<file path="config.mk">
export PLATFORM = sky130hd
export DESIGN_NAME = boot_remap_fabric
export DESIGN_NICKNAME = d
export VERILOG_FILES = /design/src/rtl/boot_remap_pkg.sv /design/src/rtl/remap_addr_decode.sv /design/src/rtl/remap_flag.sv /design/src/rtl/remap_default_slave.sv /design/src/rtl/remap_dphase_mux.sv /design/src/rtl/boot_remap_fabric.sv
export SDC_FILE = /design/constraint.sdc
export NUM_CORES = 1
export LEC_CHECK = 0
export ABC_AREA = 1
export CAP_MARGIN = 15
export CORE_AREA = 2 2 93 95
export CTS_CLUSTER_SIZE = 28
export DETAILED_ROUTE_END_ITERATION = 16
export DIE_AREA = 0 0 95 97
export DONT_BUFFER_PORTS = 1
export GPL_TIMING_DRIVEN = 0
export SETUP_SLACK_MARGIN = 0.3
export SLEW_MARGIN = 40
export SYNTH_ARGS = -nofsm -noshare
export SYNTH_HDL_FRONTEND = slang
export SYNTH_HIERARCHICAL = 1
export SYNTH_SLANG_ARGS = --single-unit
</file>
<file path="constraint.sdc">
create_clock -name clk -period 4.9 [get_ports clk]
set_input_delay 0.735 -clock clk [delete_from_list [all_inputs] [get_ports clk]]
set_output_delay 0.735 -clock clk [all_outputs]
set_load 0.05 [all_outputs]
</file>
<file path="src/rtl/boot_remap_pkg.sv">
`timescale 1ns/1ps
package boot_remap_pkg;
    typedef enum logic [2:0] {
        TGT_NONE,
        TGT_ROM,
        TGT_RAM,
        TGT_CTRL,
        TGT_ERR
    } tgt_e;

    typedef enum logic [1:0] {
        DS_IDLE,
        DS_ERR_WAIT,
        DS_ERR_LAST
    } ds_state_e;
endpackage

</file>
<file path="src/rtl/remap_addr_decode.sv">
`timescale 1ns/1ps
module remap_addr_decode
    import boot_remap_pkg::*;
#(
    parameter int ADDR_W      = 32,
    parameter int REGION_BITS = 12,
    parameter int VEC_BITS    = 3
) (
    input  logic [ADDR_W-1:0] haddr,
    input  logic              hwrite,
    input  logic              remap_on,
    output tgt_e              tgt,
    output logic [ADDR_W-1:0] slv_haddr
);
    localparam int REG_W = ADDR_W - REGION_BITS;
    localparam logic [REG_W-1:0]  ROM_REG   = '0;
    localparam logic [REG_W-1:0]  RAM_REG   = REG_W'(1);
    localparam logic [ADDR_W-1:0] RAM_BASE  = ADDR_W'(1) << REGION_BITS;
    localparam logic [ADDR_W-1:0] CTRL_BASE = ADDR_W'(2) << REGION_BITS;

    logic [REG_W-1:0] region;
    logic             is_vec;

    assign region = haddr[ADDR_W-1:REGION_BITS];
    assign is_vec = remap_on && (haddr[ADDR_W-1:VEC_BITS] == '0);

    always_comb begin
        slv_haddr = haddr;
        tgt       = TGT_ERR;
        if (is_vec) begin
            tgt       = TGT_RAM;
            slv_haddr = RAM_BASE | {{(ADDR_W-VEC_BITS){1'b0}}, haddr[VEC_BITS-1:0]};
        end else if (region == ROM_REG) begin
            tgt = hwrite ? TGT_ERR : TGT_ROM;
        end else if (region == RAM_REG) begin
            tgt = TGT_RAM;
        end else if (haddr[ADDR_W-1:2] == CTRL_BASE[ADDR_W-1:2]) begin
            tgt = TGT_CTRL;
        end
    end
endmodule

</file>
<file path="src/rtl/remap_flag.sv">
`timescale 1ns/1ps
module remap_flag (
    input  logic clk,
    input  logic rst_n,
    input  logic clr_req,
    output logic remap_on
);
    always_ff @(posedge clk or negedge rst_n) begin
        if (!rst_n)       remap_on <= 1'b1;
        else if (clr_req) remap_on <= 1'b0;
    end

    // once cleared, nothing but reset sets it again
    p_sticky_clear_r8: assert property (@(posedge clk) disable iff (!rst_n)
        !remap_on |=> !remap_on)
        else $error("remap flag set again without reset");
endmodule

</file>
<file path="src/rtl/remap_default_slave.sv">
`timescale 1ns/1ps
module remap_default_slave
    import boot_remap_pkg::*;
(
    input  logic clk,
    input  logic rst_n,
    input  logic start,
    output logic readyout,
    output logic resp
);
    ds_state_e state_q, state_d;

    always_comb begin
        state_d = state_q;
        unique case (state_q)
            DS_IDLE:     if (start) state_d = DS_ERR_WAIT;
            DS_ERR_WAIT: state_d = DS_ERR_LAST;
            DS_ERR_LAST: state_d = start ? DS_ERR_WAIT : DS_IDLE;
            default:     state_d = DS_IDLE;
        endcase
    end

    always_ff @(posedge clk or negedge rst_n) begin
        if (!rst_n) state_q <= DS_IDLE;
        else        state_q <= state_d;
    end

    always_comb begin
        unique case (state_q)
            DS_IDLE:     begin readyout = 1'b1; resp = 1'b0; end
            DS_ERR_WAIT: begin readyout = 1'b0; resp = 1'b1; end
            DS_ERR_LAST: begin readyout = 1'b1; resp = 1'b1; end
            default:     begin readyout = 1'b1; resp = 1'b0; end
        endcase
    end

    // the error always spans two cycles
    p_err_two_cycle_r10: assert property (@(posedge clk) disable iff (!rst_n)
        (state_q == DS_ERR_WAIT) |=> (state_q == DS_ERR_LAST))
        else $error("error response not two cycles");
endmodule

</file>
<file path="src/rtl/remap_dphase_mux.sv">
`timescale 1ns/1ps
module remap_dphase_mux
    import boot_remap_pkg::*;
#(
    parameter int DATA_W = 32
) (
    input  logic              clk,
    input  logic              rst_n,
    input  logic              accept,
    input  tgt_e              addr_tgt,
    input  logic              hwrite,
    input  logic              wdata_b0,
    input  logic              remap_on,
    input  logic [DATA_W-1:0] rom_rdata,
    input  logic              rom_ready,
    input  logic              rom_resp,
    input  logic [DATA_W-1:0] ram_rdata,
    input  logic              ram_ready,
    input  logic              ram_resp,
    input  logic              ds_ready,
    input  logic              ds_resp,
    output logic [DATA_W-1:0] hrdata,
    output logic              hready,
    output logic              hresp,
    output logic              ctrl_clr
);
    tgt_e dp_tgt;
    logic dp_write;

    always_ff @(posedge clk or negedge rst_n) begin
        if (!rst_n) begin
            dp_tgt   <= TGT_NONE;
            dp_write <= 1'b0;
        end else if (hready) begin
            dp_tgt   <= accept ? addr_tgt : TGT_NONE;
            dp_write <= accept && hwrite;
        end
    end

    always_comb begin
        hrdata = '0;
        hready = 1'b1;
        hresp  = 1'b0;
        unique case (dp_tgt)
            TGT_NONE: ;
            TGT_ROM:  begin hrdata = rom_rdata; hready = rom_ready; hresp = rom_resp; end
            TGT_RAM:  begin hrdata = ram_rdata; hready = ram_ready; hresp = ram_resp; end
            TGT_CTRL: hrdata = {{(DATA_W-1){1'b0}}, remap_on};
            TGT_ERR:  begin hready = ds_ready; hresp = ds_resp; end
            default:  ;
        endcase
    end

    assign ctrl_clr = (dp_tgt == TGT_CTRL) && dp_write && wdata_b0;

    // an idle transfer gets a ready OKAY data phase
    p_idle_okay_r11: assert property (@(posedge clk) disable iff (!rst_n)
        (hready && !accept) |=> (hready && !hresp))
        else $error("idle data phase not OKAY");
endmodule

</file>
<file path="src/rtl/boot_remap_fabric.sv">
`timescale 1ns/1ps
module boot_remap_fabric
    import boot_remap_pkg::*;
#(
    parameter int ADDR_W      = 32,
    parameter int DATA_W      = 32,
    parameter int REGION_BITS = 12
) (
    input  logic              clk,
    input  logic              rst_n,
    input  logic [ADDR_W-1:0] m_haddr,
    input  logic [1:0]        m_htrans,
    input  logic              m_hwrite,
    input  logic [DATA_W-1:0] m_hwdata,
    output logic [DATA_W-1:0] m_hrdata,
    output logic              m_hready,
    output logic              m_hresp,
    output logic [ADDR_W-1:0] s_haddr,
    output logic [DATA_W-1:0] s_hwdata,
    output logic              rom_hsel,
    output logic              ram_hsel,
    input  logic [DATA_W-1:0] rom_hrdata,
    input  logic              rom_hreadyout,
    input  logic              rom_hresp,
    input  logic [DATA_W-1:0] ram_hrdata,
    input  logic              ram_hreadyout,
    input  logic              ram_hresp
);
    tgt_e tgt;
    logic remap_on, valid, ctrl_clr, ds_ready, ds_resp;

    assign valid    = m_htrans inside {2'b10, 2'b11};
    assign s_hwdata = m_hwdata;

    remap_addr_decode #(.ADDR_W(ADDR_W), .REGION_BITS(REGION_BITS), .VEC_BITS(3)) u_dec (
        .haddr(m_haddr), .hwrite(m_hwrite), .remap_on(remap_on),
        .tgt(tgt), .slv_haddr(s_haddr)
    );

    assign rom_hsel = (tgt == TGT_ROM);
    assign ram_hsel = (tgt == TGT_RAM);

    remap_flag u_flag (
        .clk(clk), .rst_n(rst_n), .clr_req(ctrl_clr), .remap_on(remap_on)
    );

    remap_default_slave u_ds (
        .clk(clk), .rst_n(rst_n),
        .start(valid && m_hready && (tgt == TGT_ERR)),
        .readyout(ds_ready), .resp(ds_resp)
    );

    remap_dphase_mux #(.DATA_W(DATA_W)) u_mux (
        .clk(clk), .rst_n(rst_n), .accept(valid), .addr_tgt(tgt),
        .hwrite(m_hwrite), .wdata_b0(m_hwdata[0]), .remap_on(remap_on),
        .rom_rdata(rom_hrdata), .rom_ready(rom_hreadyout), .rom_resp(rom_hresp),
        .ram_rdata(ram_hrdata), .ram_ready(ram_hreadyout), .ram_resp(ram_hresp),
        .ds_ready(ds_ready), .ds_resp(ds_resp),
        .hrdata(m_hrdata), .hready(m_hready), .hresp(m_hresp), .ctrl_clr(ctrl_clr)
    );

    // never both memories selected
    p_sel_onehot_r1: assert property (@(posedge clk) disable iff (!rst_n)
        $onehot0({rom_hsel, ram_hsel}))
        else $error("both memories selected");

    // vector words land in RAM while remap is set
    p_vec_to_ram_r3: assert property (@(posedge clk) disable iff (!rst_n)
        (remap_on && valid && (m_haddr[ADDR_W-1:3] == '0)) |-> (ram_hsel && !rom_hsel))
        else $error("vector access not steered to RAM");

    // a write never selects the ROM
    p_no_rom_write_r9: assert property (@(posedge clk) disable iff (!rst_n)
        (valid && m_hwrite) |-> !rom_hsel)
        else $error("write reached ROM");
endmodule

</file>
Word-level counts from Yosys, hierarchy flattened

Index checks and enable logic that the tools add are counted.

Flip-flop bits (word level): 7
Input port bits: 137
Output and inout bits: 100
Word-level logic and storage cells: 44

Eq/ne operators: 14
Mux-type cells: 15
Reductions and logical operators: 11

Operators by type and width:

| cell                                                                    | number |
|---|---|
| 32-bit one-hot mux with 3 select lines                                  | 1 |
| 32-bit two-way mux                                                      | 1 |
| 30-bit by 12-bit == test with 1-bit output, second input constant       | 1 |
| 29-bit logical NOT                                                      | 1 |
| 20-bit by 1-bit == test with 1-bit output, second input constant        | 1 |
| 20-bit logical NOT                                                      | 1 |
| 3-bit two-way mux                                                       | 6 |
| 3-bit by 2-bit == test with 1-bit output, second input constant         | 3 |
| 2-bit == test, second input constant                                    | 3 |
| 3-bit by 1-bit == test with 1-bit output, second input constant         | 2 |
| 3-bit == test, second input constant                                    | 2 |
| 1-bit logical AND                                                       | 6 |
| 1-bit one-hot mux with 3 select lines                                   | 2 |
| 2-bit one-hot mux with 3 select lines                                   | 1 |
| 1-bit two-way mux                                                       | 3 |
| 2-bit by 1-bit == test with 1-bit output, second input constant         | 1 |
| 2-bit logical NOT                                                       | 1 |
| 2-bit two-way mux                                                       | 1 |
| 2-bit by 1-bit inequality test with 1-bit output, second input constant | 1 |
| 2-bit nonzero test                                                      | 1 |
| 2-bit OR reduction                                                      | 1 |

Depth between registers and ports, before layout

Gate-level depths: netlist of run 1.

Depth in word-level cells: 9
Depth in mapped cells: 14
Gate-level depth less buffers: 14

Cells and area by module

The synthesis of run 1 kept the hierarchy.

Modules (own cells, without submodules):

| module              | times used | cells each | area an instance (um^2) |
|---|---|---|---|
| remap_dphase_mux    | 1          | 88         | 676.9 |
| remap_addr_decode   | 1          | 106        | 430.4 |
| boot_remap_fabric   | 1          | 40         | 274.0 |
| remap_default_slave | 1          | 22         | 173.9 |
| remap_flag          | 1          | 3          | 36.3 |

Worst setup path after synthesis of run 1

Ideal clock, no wire load.

Kind: input port to output port
Start point: input port m_haddr[19]
End point: output port rom_hsel
Data arrival time: 2469 ps
Slack: 1696 ps
Stages: 9
Cells stage by stage: inv_1 > nand2_1 > nor2_1 > nand2_1 > inv_1 > nand4_1 > a21boi_1 > inv_1 > nor3_1

Longest elaborated chain between the ends: 6

Ends and longest elaborated chain:

| element                                    | line                    | text |
|---|---|---|
| start: declaration                         | boot_remap_fabric.sv:11 | `input logic [ADDR_W-1:0] m_haddr,` |
| 30-bit by 12-bit == test with 1-bit output | remap_addr_decode.sv:37 | `end else if (haddr[ADDR_W-1:2] == CTRL_BASE[ADDR_W-1:2]) begin` |
| 3-bit two-way mux                          | remap_addr_decode.sv:37 |  |
| 3-bit two-way mux                          | remap_addr_decode.sv:35 | `end else if (region == RAM_REG) begin` |
| 3-bit two-way mux                          | remap_addr_decode.sv:33 | `end else if (region == ROM_REG) begin` |
| 3-bit two-way mux *                        | remap_addr_decode.sv:30 | `if (is_vec) begin` |
| net tgt[0]                                 | boot_remap_fabric.sv:29 | `tgt_e tgt;` |
| 3-bit by 1-bit == test with 1-bit output * | boot_remap_fabric.sv:40 | `assign rom_hsel = (tgt == TGT_ROM);` |
| end: declaration                           | boot_remap_fabric.sv:20 | `output logic rom_hsel,` |

Mark *: on every way through the listed nets, which the timed path passes. The rest lies on a longest branch.

Worst setup path after layout of run 1

Ends and elaborated chain as after synthesis.

==> summary.md, run 1 <==
| Metric | Value |
|---|---|
| Status | `finished, final reports clean` |
| Area leader, netlist | `buf_4` |
| Die Y | `~97 um` |
| Total die area | `0.00922 mm^2` |
| Slowest CP cell | `nor3_2` |
| Initial antenna violation count | `0` |
| Fin nets | `between 400 and 500` |
| Standard-cell rows | `33` |
| Setup bufs post-CTS | `0` |
| Share of cells above drive strength 1 | `0.240` |
| Unrepaired setup endpoints after global routing | `no` |
| N_diodes | `0` |
| TritonCTS clock tree | `done` |
| Synthesized net count | `about 400` |
| Main synth FF type | `dfrtp_1` |
| Layout area overhead | `12.2%` |
| Synth cell count leaders | `nand2_1, inv_1, buf_4` |
| Worst skew pair latency | `0.23 ns` |
| Number of global-route vias before repair | `around 1,500` |
| Max_cap viols | `0` |
| Worst endpoint required time | `about 4.2 ns` |
| Drt wl/cell | `between 15 and 20 um` |
| IR drop worst, VDD | `0.0660 mV` |
| Post-Layout Inst Area | `approximately 0.0018 mm^2` |
| Detail Placement HPWL | `5.56 mm` |
| Async set-reset flop share out of synthesis | `1.00` |
| Power per cell area | `around 260 mW/mm^2` |
| Final Cycle Share | `0.632` |
| Area share of fa/ha/maj cells after synthesis | `0.0393` |
| Post-Place Cell Area | `between 0.0015 and 0.002 mm^2` |
| Post-synthesis compound-gate area fraction | `0.178` |
| Yosys Warn Count | `6` |
| Port bufs | `0` |
| Final wirelength | `between 5 and 6 mm` |
| Crit path kind | `in2out` |
| Worst min-delay path class | `in2async` |
| WP depth | `9` |
| Slew HR | `0.418` |
| Number of flops mapped to enable cells by yosys | `0` |
| Iteration count of the initial detailed-routing pass | `4` |
| Register-to-Register Path Depth | `13` |
| Max stage delay on crit path | `about 0.68 ns` |
| Leakage power | `between 0.9 and 1 nW` |
| Boundary Pins | `about 240` |
| Clock transition at path regs | `roughly 0.04 ns` |
| Clock Path Buffers | `2` |
| Setup violators final | `0` |
| Antenna-violating nets left | `0` |
| Initial Util | `0.196` |
| Via count | `~1,600` |
| Netlist cell types | `25` |
| CTS Hold Bufs | `0` |
| Multiplexer share of the synthesized area | `0` |
| Post-CTS sizing | `0` |
| Chip Width | `~95 um` |
| Clk sink count | `7` |
| CTS Buf Count | `3` |
| Gr ovfl total | `0` |
| CTS H-tree lvls | `1` |
| Crit-path most repeated cell | `inv_1` |
| Synth Area in XOR/XNOR | `0` |
| Slew Limit Fails | `0` |
| Clock Skew | `0.00387 ns` |
| Synth Area per Inst | `between 6 and 7 um^2` |
| Startpoint types | `input pin` |
| Top-count cell post-synth | `nand2_1` |
| # DRC | `0` |
| Final Hold Fails | `0` |
| Largest net degree at the start of global routing | `11` |
| CP max FO | `3` |
| Main combinational cell family by area after synthesis | `buffers and inverters` |
| Combined global-route utilization of all metal layers | `0.114` |
| First-pass GRT wire length | `7.84 mm` |
| Max Fclk | `323 MHz` |
| Crit. End Element | `output pin` |
| Placer congestion estimate | `0.787` |
| Core area | `roughly 0.008 mm^2` |
| Min Tclk post-route | `roughly 3.1 ns` |
| Vias per cell | `between 4 and 5` |
| Post-synth top area share | `0.165` |
| Cells after synthesis | `about 260` |
| Largest cells by area after synthesis | `buf_4, a22o_1, nand2_1, inv_1, dfrtp_1` |
| DRT iter0 DRCs | `34` |
| Worst path cell trace | `inv_1, nand2_1, nor2_1, nand2_1, inv_1, nand4_1, a21boi_1, inv_1, nor3_2` |
| Register bit total from synthesis | `7` |
| CP Buf/Inv Count | `3` |
| Synth Area in Simple Gates | `0.289` |
| Worst Tran Pin Value | `approximately 0.87 ns` |
| Crit path max-delay family | `simple AND/OR/NAND/NOR gates` |
| Root buf cell | `clkbuf_8` |
| Seq/Total Area, Yosys | `0.111` |
| Total negative slack | `0 ns` |
| CP Data Arrival Time | `roughly 2.4 ns` |
| Syn Std Cell Area | `approximately 0.0016 mm^2` |
## final timing paths
kind / to / start / slack [ns]
worst min register to register: u_flag/remap_on / u_flag/remap_on / 0.46
min in group clk: u_flag/remap_on / u_flag/remap_on / 0.46
worst min-delay path: u_mux/dp_tgt[1] / rst_n / 0.20
worst max-delay path: rom_hsel / m_haddr[19] / 1.80
worst max register to register: u_ds/state_q[1] / u_ds/state_q[1] / 3.01
max in group asynchronous: u_flag/remap_on / rst_n / 4.53
## state kept, by name (all words and copies together), names as in the netlist
| register | flops |
|---|---|
| u_flag/remap_on | 1 |
| u_ds/state_q | 2 |
| u_mux/dp_write | 1 |
| u_mux/dp_tgt | 3 |
## placed cells by master, fill, tap and decap left out
cell type / Yosys / layout
nand2_1: 49 / 49
inv_1: 42 / 42
buf_4: 35 / 35
clkbuf_1: 29 / 29
a22o_1: 28 / 28
nor2_1: 20 / 20
nand3_1: 13 / 13
dfrtp_1: 6 / 6
buf_6: 6 / 6
ha_1: 5 / 5
clkbuf_8: 0 / 3
nor3_1: 5 / 3
nor2_2: 3 / 3
a22o_2: 3 / 3
nor3_2: 1 / 2
nand4_1: 2 / 2
inv_2: 2 / 2
nand3_2: 2 / 2
nor3_4: 0 / 1
clkinv_2: 0 / 1
nor3b_1: 1 / 1
a21boi_1: 1 / 1
dfstp_2: 1 / 1
nand3_4: 1 / 1
inv_4: 1 / 1
nor2_4: 1 / 1
nand2_2: 1 / 1
and3_1: 1 / 1
## cell type report
cell class / count / area, um^2
buffer: 70 / 439
clock buffer: 3 / 41.3
clock inverter: 1 / 5.00
fill: 946 / 6350
inverter: 45 / 171
multi-input combinational: 137 / 821
sequential: 7 / 176
tap: 105 / 131
## metrics by stage
| stage | setup WS (ns) | instances | hold WS (ns) | util | total power, mW |
|---|---|---|---|---|---|
| 2_1_floorplan | 1.70 | 259 | 0.436 | - | 0.351 |
| 3_3_place_gp | 1.46 | 364 | 0.440 | 0.212 | 0.376 |
| 3_5_place_dp | 1.87 | 364 | 0.440 | 0.213 | 0.382 |
| 4_1_cts | 1.86 | 368 | 0.189 | 0.219 | 0.467 |
| 5_1_grt | 1.62 | 368 | 0.184 | 0.220 | 0.500 |
| 6_report | 1.80 | 368 | 0.197 | 0.220 | 0.463 |
## cells by family (layout without fill, tap and decap cells)
group / count (synthesis) / after routing
compound gates: 32 / 32
fa+ha+maj: 5 / 5
buf+inv: 115 / 119
flops: 7 / 7
simple gates: 100 / 100
## routing by layer
layer | vias to the layer above | part of all wire | routed length, um | track usage
li1 | 766 | - | - | -
met1 | 695 | 0.35 | 2090 | 0.118
met2 | 115 | 0.55 | 3280 | 0.231
met3 | 4 | 0.084 | 500 | 0.0117
met4 | 0 | 0.0076 | 45 | 0.0334
met5 | - | 0 | 0 | 0
## power breakdown
| group | total, mW | switching, mW | internal, mW |
|---|---|---|---|
| logic | 0.291 | 0.223 | 0.0680 |
| registers | 0.0899 | 0.0178 | 0.0721 |
| clock network | 0.0818 | 0.0266 | 0.0551 |
(Power assumes the default switching activity.)
==> run 2: changes to the inputs <==
==> constraint.sdc (replaced) <==
create_clock -name clk -period 2.6 [get_ports clk]
set_input_delay 0.39 -clock clk [delete_from_list [all_inputs] [get_ports clk]]
set_output_delay 0.39 -clock clk [all_outputs]
set_load 0.05 [all_outputs]
==> run 2 against run 1 <==
Against the previous run:
- critical path depth decreased by 2
- worst setup slack got worse by 1.4 ns
- via count is 1.0% higher
- flip-flop and latch count unchanged
- cell count is 0.54% higher
- combinational power increased by 89%
==> summary.md, run 2 (same netlist as run 1, synthesis figures left out) <==
| Metric | Value |
|---|---|
| Status | `finished, final reports clean` |
| N_diodes | `0` |
| Final Cycle Share | `0.856` |
| Sequential Area | `approximately 180 um^2` |
| Clk sink count | `7` |
| Boundary Pins | `between 200 and 250` |
| Clock power share | `0.176` |
| Leakage power | `0.966 nW` |
| Tot Pwr | `0.875 mW` |
| Detail Placement HPWL | `roughly 5.6 mm` |
| Initial Util | `0.196` |
| Area taken by multi-input logic gates | `between 800 and 900 um^2` |
| Placer congestion estimate | `around 0.8` |
| Logic pwr share | `0.630` |
| Fin nets | `a little over 400` |
| Clock transition at path regs | `0.04 ns` |
| Worst skew pair latency | `~0.23 ns` |
| Setup violators final | `0` |
| Switching power share of the total | `0.578` |
| Worst slack at placement | `about 0.25 ns` |
| First-pass GRT wire length | `approximately 7.9 mm` |
| Standard-cell rows | `33` |
| Worst endpoint required time | `2.21 ns` |
| Worst Tran Pin Value | `between 0.6 and 0.7 ns` |
| Crit. End Element | `output pin` |
| Min-Delay Endpoint | `u_flag/remap_on` |
| Max Fclk | `449 MHz` |
| Final wirelength | `roughly 6.0 mm` |
| Port bufs | `0` |
| Initial antenna violation count | `0` |
| Sw Pwr | `about 0.51 mW` |
| Share of cells above drive strength 1 | `0.253` |
| Slew Limit Fails | `0` |
| Post-Layout Cell Count | `between 300 and 400` |
| TritonCTS clock tree | `done` |
| Gr ovfl total | `0` |
| Int Pwr | `around 0.37 mW` |
| CTS Buf Count | `3` |
| CP max FO | `4` |
| Final Hold Fails | `0` |
| Max reg flops | `3` |
| Register-to-Register Path Depth | `13` |
| Number of global-route vias before repair | `approximately 1,500` |
| Antenna-violating nets left | `0` |
| CTS H-tree lvls | `1` |
| Worst hold path startpoint | `m_hwdata[0]` |
| Chip Width | `roughly 95 um` |
| Combined global-route utilization of all metal layers | `0.115` |
| Commonest cells after routing, fill and taps aside | `nand2_1, inv_1, buf_4, clkbuf_1, a22o_1` |
| Clock Path Buffers | `2` |
| R2r setup slk | `roughly 0.71 ns` |
| FF-to-FF End | `u_ds/state_q[1]` |
| Most common cell after layout, fill and taps aside | `nand2_1` |
| Min Tclk post-route | `between 2 and 2.5 ns` |
| Final Worst Setup Slack | `approximately 0.37 ns` |
| DRT iter0 DRCs | `34` |
| Die Y | `97 um` |
| IR drop worst, VDD | `around 0.13 mV` |
| Core area | `~0.0081 mm^2` |
| FF-to-FF Start | `u_ds/state_q[1]` |
| Unrepaired setup endpoints after global routing | `yes` |
| Largest net degree at the start of global routing | `11` |
| Reg power frac | `0.194` |
| Root buf cell | `clkbuf_8` |
| Iteration count of the initial detailed-routing pass | `4` |
| Startpoint types | `flip-flop` |
| # DRC | `0` |
| Drt wl/cell | `around 16 um` |
| Filler Cell Count | `between 900 and 1,000` |
| Worst min-delay path class | `in2reg` |
| Slew HR | `0.594` |
| Crit path kind | `reg2out` |
| Power per cell area | `~480 mW/mm^2` |
| Clock Skew | `0.00410 ns` |
| Max_cap viols | `0` |
| Worst Hold Depth | `2` |
| Vias per cell | `approximately 4.3` |
| CP Data Arrival Time | `approximately 1.8 ns` |
| Post-Place Cells | `364` |
| Layout area overhead | `15.0%` |
| Top Registers | `u_mux/dp_tgt (3), u_ds/state_q (2)` |
| Largest Register | `u_mux/dp_tgt` |
| Total die area | `~0.009 mm^2` |
| Via count | `between 1,500 and 2,000` |
==> run 2: worst max-delay path by stage <==
stage	endpoint	from	depth (start not counted)
6_report	ram_hsel	u_flag/remap_on	7
5_1_grt	ram_hsel	u_flag/remap_on	6
4_1_cts	ram_hsel	u_flag/remap_on	6
3_5_place_dp	rom_hsel	u_flag/remap_on	7
3_3_place_gp	rom_hsel	u_flag/remap_on	7
2_1_floorplan	ram_hsel	u_flag/remap_on	7
==> run 2: power by group through the flow <==
stage	clock network, mW	registers (mW)	logic [mW]
6_report	0.154	0.170	0.551
5_1_grt	0.167	0.176	0.604
4_1_cts	0.161	0.169	0.555
3_5_place_dp	0	0.171	0.550
3_3_place_gp	0	0.168	0.541
2_1_floorplan	0	0.162	0.501
==> run 2: what timing repair did <==
item / in CTS / in global routing
endpoints found under the setup margin: 2 / 2
hold buffers: 1 / 0
pin swaps: 2 / 3
buffers inserted: 1 / 0
gates cloned: 0 / 0
resized for setup: 4 / 2
hold endpoints to repair: 7 / 0
==> run 2: worst max-delay path, stage by stage, from the launching register on <==
cell and delay, ns:
dfstp_2 0.53, nor3b_2 0.14, nand2_1 0.06, nor2_1 0.09
nand2_1 0.10, nand3_2 0.10, nor2_1 0.12, nor3_4 0.45
==> run 2: through the flow <==
| step | utilization | cell area [um^2] | hold slack, ns | TNS (ns) |
|---|---|---|---|---|
| after floorplan | - | 1590 | 0.0944 | 0 |
| after global placement | 0.212 | 1720 | 0.0947 | -0.333 |
| after detailed placement | 0.213 | 1730 | 0.0947 | 0 |
| after CTS | 0.224 | 1820 | 0.354 | 0 |
| after global routing | 0.225 | 1830 | 0.367 | 0 |
| final | 0.225 | 1830 | 0.357 | 0 |
==> run 2: layer usage <==
layer  GRT usage  share of wire
met5           0              0
met4      0.0334         0.0075
met3      0.0132          0.085
met2       0.231           0.56
met1       0.119           0.35
==> run 2: layout make-up <==
| class | instances | area share |
|---|---|---|
| multi-input cells | 137 | 0.463 |
| well taps | 105 | 0.0718 |
| plain buffers | 70 | 0.240 |
| repair buffers | 2 | 0.00957 |
| clock inverters | 1 | 0.00273 |
| flip-flops and latches | 7 | 0.0964 |
| clock buffers | 3 | 0.0226 |
| inverters | 45 | 0.0936 |
==> run 3: changes to the inputs <==
==> constraint.sdc (replaced) <==
create_clock -name clk -period 2.1 [get_ports clk]
set_input_delay 0.315 -clock clk [delete_from_list [all_inputs] [get_ports clk]]
set_output_delay 0.315 -clock clk [all_outputs]
set_load 0.05 [all_outputs]
==> run 3 against run 2 <==
Against the previous run:
- the run now ends with negative setup slack left
- wire length down 16%
- largest power group unchanged
- power up 35%
- clock-buffer cell count up 1
- worst setup slack worse by 0.42 ns
- worst hold slack worse by 0.073 ns
- cell count up 1.9%
==> summary.md, run 3 (same netlist as run 1, synthesis figures left out) <==
| Metric | Value |
|---|---|
| Slew HR | `0.596` |
| Finished Core Util | `0.278` |
| Detail Placement HPWL | `between 4 and 5 mm` |
| Worst Setup SP | `u_flag/remap_on` |
| Register-to-Register Path Depth | `13` |
| IR drop worst, VDD | `between 0.2 and 0.25 mV` |
| Share of cells above drive strength 1 | `0.449` |
| Final wirelength | `between 5 and 6 mm` |
| Clock power share | `0.155` |
| Reg power frac | `0.179` |
| Drt wl/cell | `about 13 um` |
| Die Y | `~97 um` |
| Max_cap viols | `0` |
| Fin nets | `~420` |
| Sw Pwr | `roughly 0.65 mW` |
| Switching power share of the total | `0.551` |
| Worst Tran Pin Value | `between 0.6 and 0.7 ns` |
| Iteration count of the initial detailed-routing pass | `2` |
| Number of global-route vias before repair | `1,472` |
| Leakage power | `approximately 1.2 nW` |
| N_diodes | `0` |
| Status | `finished, violations left` |
| Clk sink count | `7` |
| Boundary Pins | `about 240` |
| Root buf cell | `clkbuf_8` |
| First-pass GRT wire length | `around 6.7 mm` |
| # DRC | `0` |
| TritonCTS clock tree | `done` |
| Port bufs | `0` |
| Clock Skew | `just under 0.0008 ns` |
| DRT iter0 DRCs | `9` |
| Worst min-delay path class | `in2reg` |
| Core area | `0.00813 mm^2` |
| Post-Layout Inst Area | `0.00226 mm^2` |
| CP Data Arrival Time | `1.83 ns` |
| Initial Util | `0.196` |
| FF-to-FF Start | `u_flag/remap_on` |
| Setup violators final | `1` |
| Max Fclk | `465 MHz` |
| Final Worst Setup Slack | `-0.0497 ns` |
| Post-Layout Cell Count | `between 300 and 400` |
| Most common cell after layout, fill and taps aside | `nand2_1` |
| Slew Limit Fails | `0` |
| Post-Place Cells | `~360` |
| Vias per cell | `between 4 and 5` |
| Worst endpoint required time | `~1.8 ns` |
| Int Pwr | `~0.53 mW` |
| Final Cycle Share | `1.02` |
| Layout area overhead | `42.0%` |
| Largest net degree at the start of global routing | `11` |
| Post-Place Cell Area | `0.00179 mm^2` |
| Top Registers | `u_mux/dp_tgt (3), u_ds/state_q (2)` |
| Standard-cell rows | `33` |
| Unrepaired setup endpoints after global routing | `yes` |
| CTS H-tree lvls | `1` |
| Startpoint types | `flip-flop` |
| Placer congestion estimate | `0.793` |
| Worst hold path startpoint | `m_hwdata[0]` |
| Chip Width | `around 95 um` |
| Commonest cells after routing, fill and taps aside | `nand2_1, buf_4, inv_1, clkbuf_1, a22o_4` |
| Clock Path Buffers | `2` |
| Max reg flops | `3` |
| Largest Register | `u_mux/dp_tgt` |
| Failing checks | `negative setup slack` |
| Final Hold Fails | `0` |
| Initial antenna violation count | `0` |
| Via count | `between 1,500 and 2,000` |
| Crit path kind | `reg2out` |
| CTS Buf Count | `3` |
| Filler Cell Count | `a little under 900` |
| Total die area | `around 0.009 mm^2` |
| Combined global-route utilization of all metal layers | `0.0940` |
| Power per cell area | `~520 mW/mm^2` |
| Crit. End Element | `output pin` |
| CP max FO | `3` |
| Worst skew pair latency | `~0.22 ns` |
| Clock transition at path regs | `about 0.04 ns` |
| Antenna-violating nets left | `0` |
| Gr ovfl total | `0` |
| Worst Hold Depth | `2` |
| Min Tclk post-route | `2.15 ns` |
| Logic pwr share | `0.666` |
[run 3: power by group through the flow]
stage,Clock [mW],Sequential (mW),Combinational [mW]
after floorplan,0,0.200,0.623
after global placement,0,0.207,0.671
after detailed placement,0,0.210,0.679
after CTS,0.188,0.210,0.713
after global routing,0.199,0.215,0.855
final,0.183,0.211,0.788
[run 3: timing repair]
item / CTS / global route
buffers inserted: 4 / 4
hold buffers: 1 / 0
setup endpoints to repair: 36 / 29
hold endpoints to repair: 7 / 0
gates resized for setup: 69 / 13
pin swaps: 5 / 6
[run 3: path summary, 6_finish.rpt]
kind,to,slack [ns]
max in group asynchronous,u_flag/remap_on,1.39
min,u_flag/remap_on,0.28
min reg2reg,u_mux/dp_write,0.52
max reg2reg,u_ds/state_q[1],0.41
max,ram_hsel,-0.05
min in group asynchronous,u_ds/state_q[1],0.42
[run 3: layout make-up]
type,instances,area [um^2],share of cell area
plain buffers,70,452,0.200
flip-flops and latches,7,179,0.0792
multi-input cells,137,1180,0.521
inverters,45,189,0.0836
clock buffers,4,45.0,0.0199
well taps,105,131,0.0581
repair buffers,9,86.3,0.0382
[run 3: stage by stage]
| stage | TNS [ns] | setup slack, ns | hold slack [ns] | total power, mW |
|---|---|---|---|---|
| after global routing | -0.234 | -0.149 | 0.292 | 1.27 |
| after floorplan | 0 | 0.260 | 0.0194 | 0.823 |
| final | -0.0497 | -0.0497 | 0.284 | 1.18 |
| after global placement | 0 | 0.0289 | 0.0196 | 0.878 |
| after detailed placement | 0 | 0.0432 | 0.0196 | 0.889 |
| after CTS | -0.0744 | -0.0716 | 0.280 | 1.11 |
[run 3: worst max-delay path, stage by stage, from the launching register on]
cell and delay, ns:
dfstp_2 0.54, nor3b_2 0.15, nand2_1 0.07, nor2_2 0.10
nand2_2 0.09, a21boi_4 0.17, nor3_4 0.49
[run 3: layer usage]
layer	routed length (um)	part of all wire	vias to the layer above	track usage
met4	50	0.0099	0	0.0245
met2	2980	0.59	146	0.209
li1	-	-	787	-
met5	0	0	-	0
met3	494	0.098	6	0.0109
met1	1500	0.30	686	0.0816
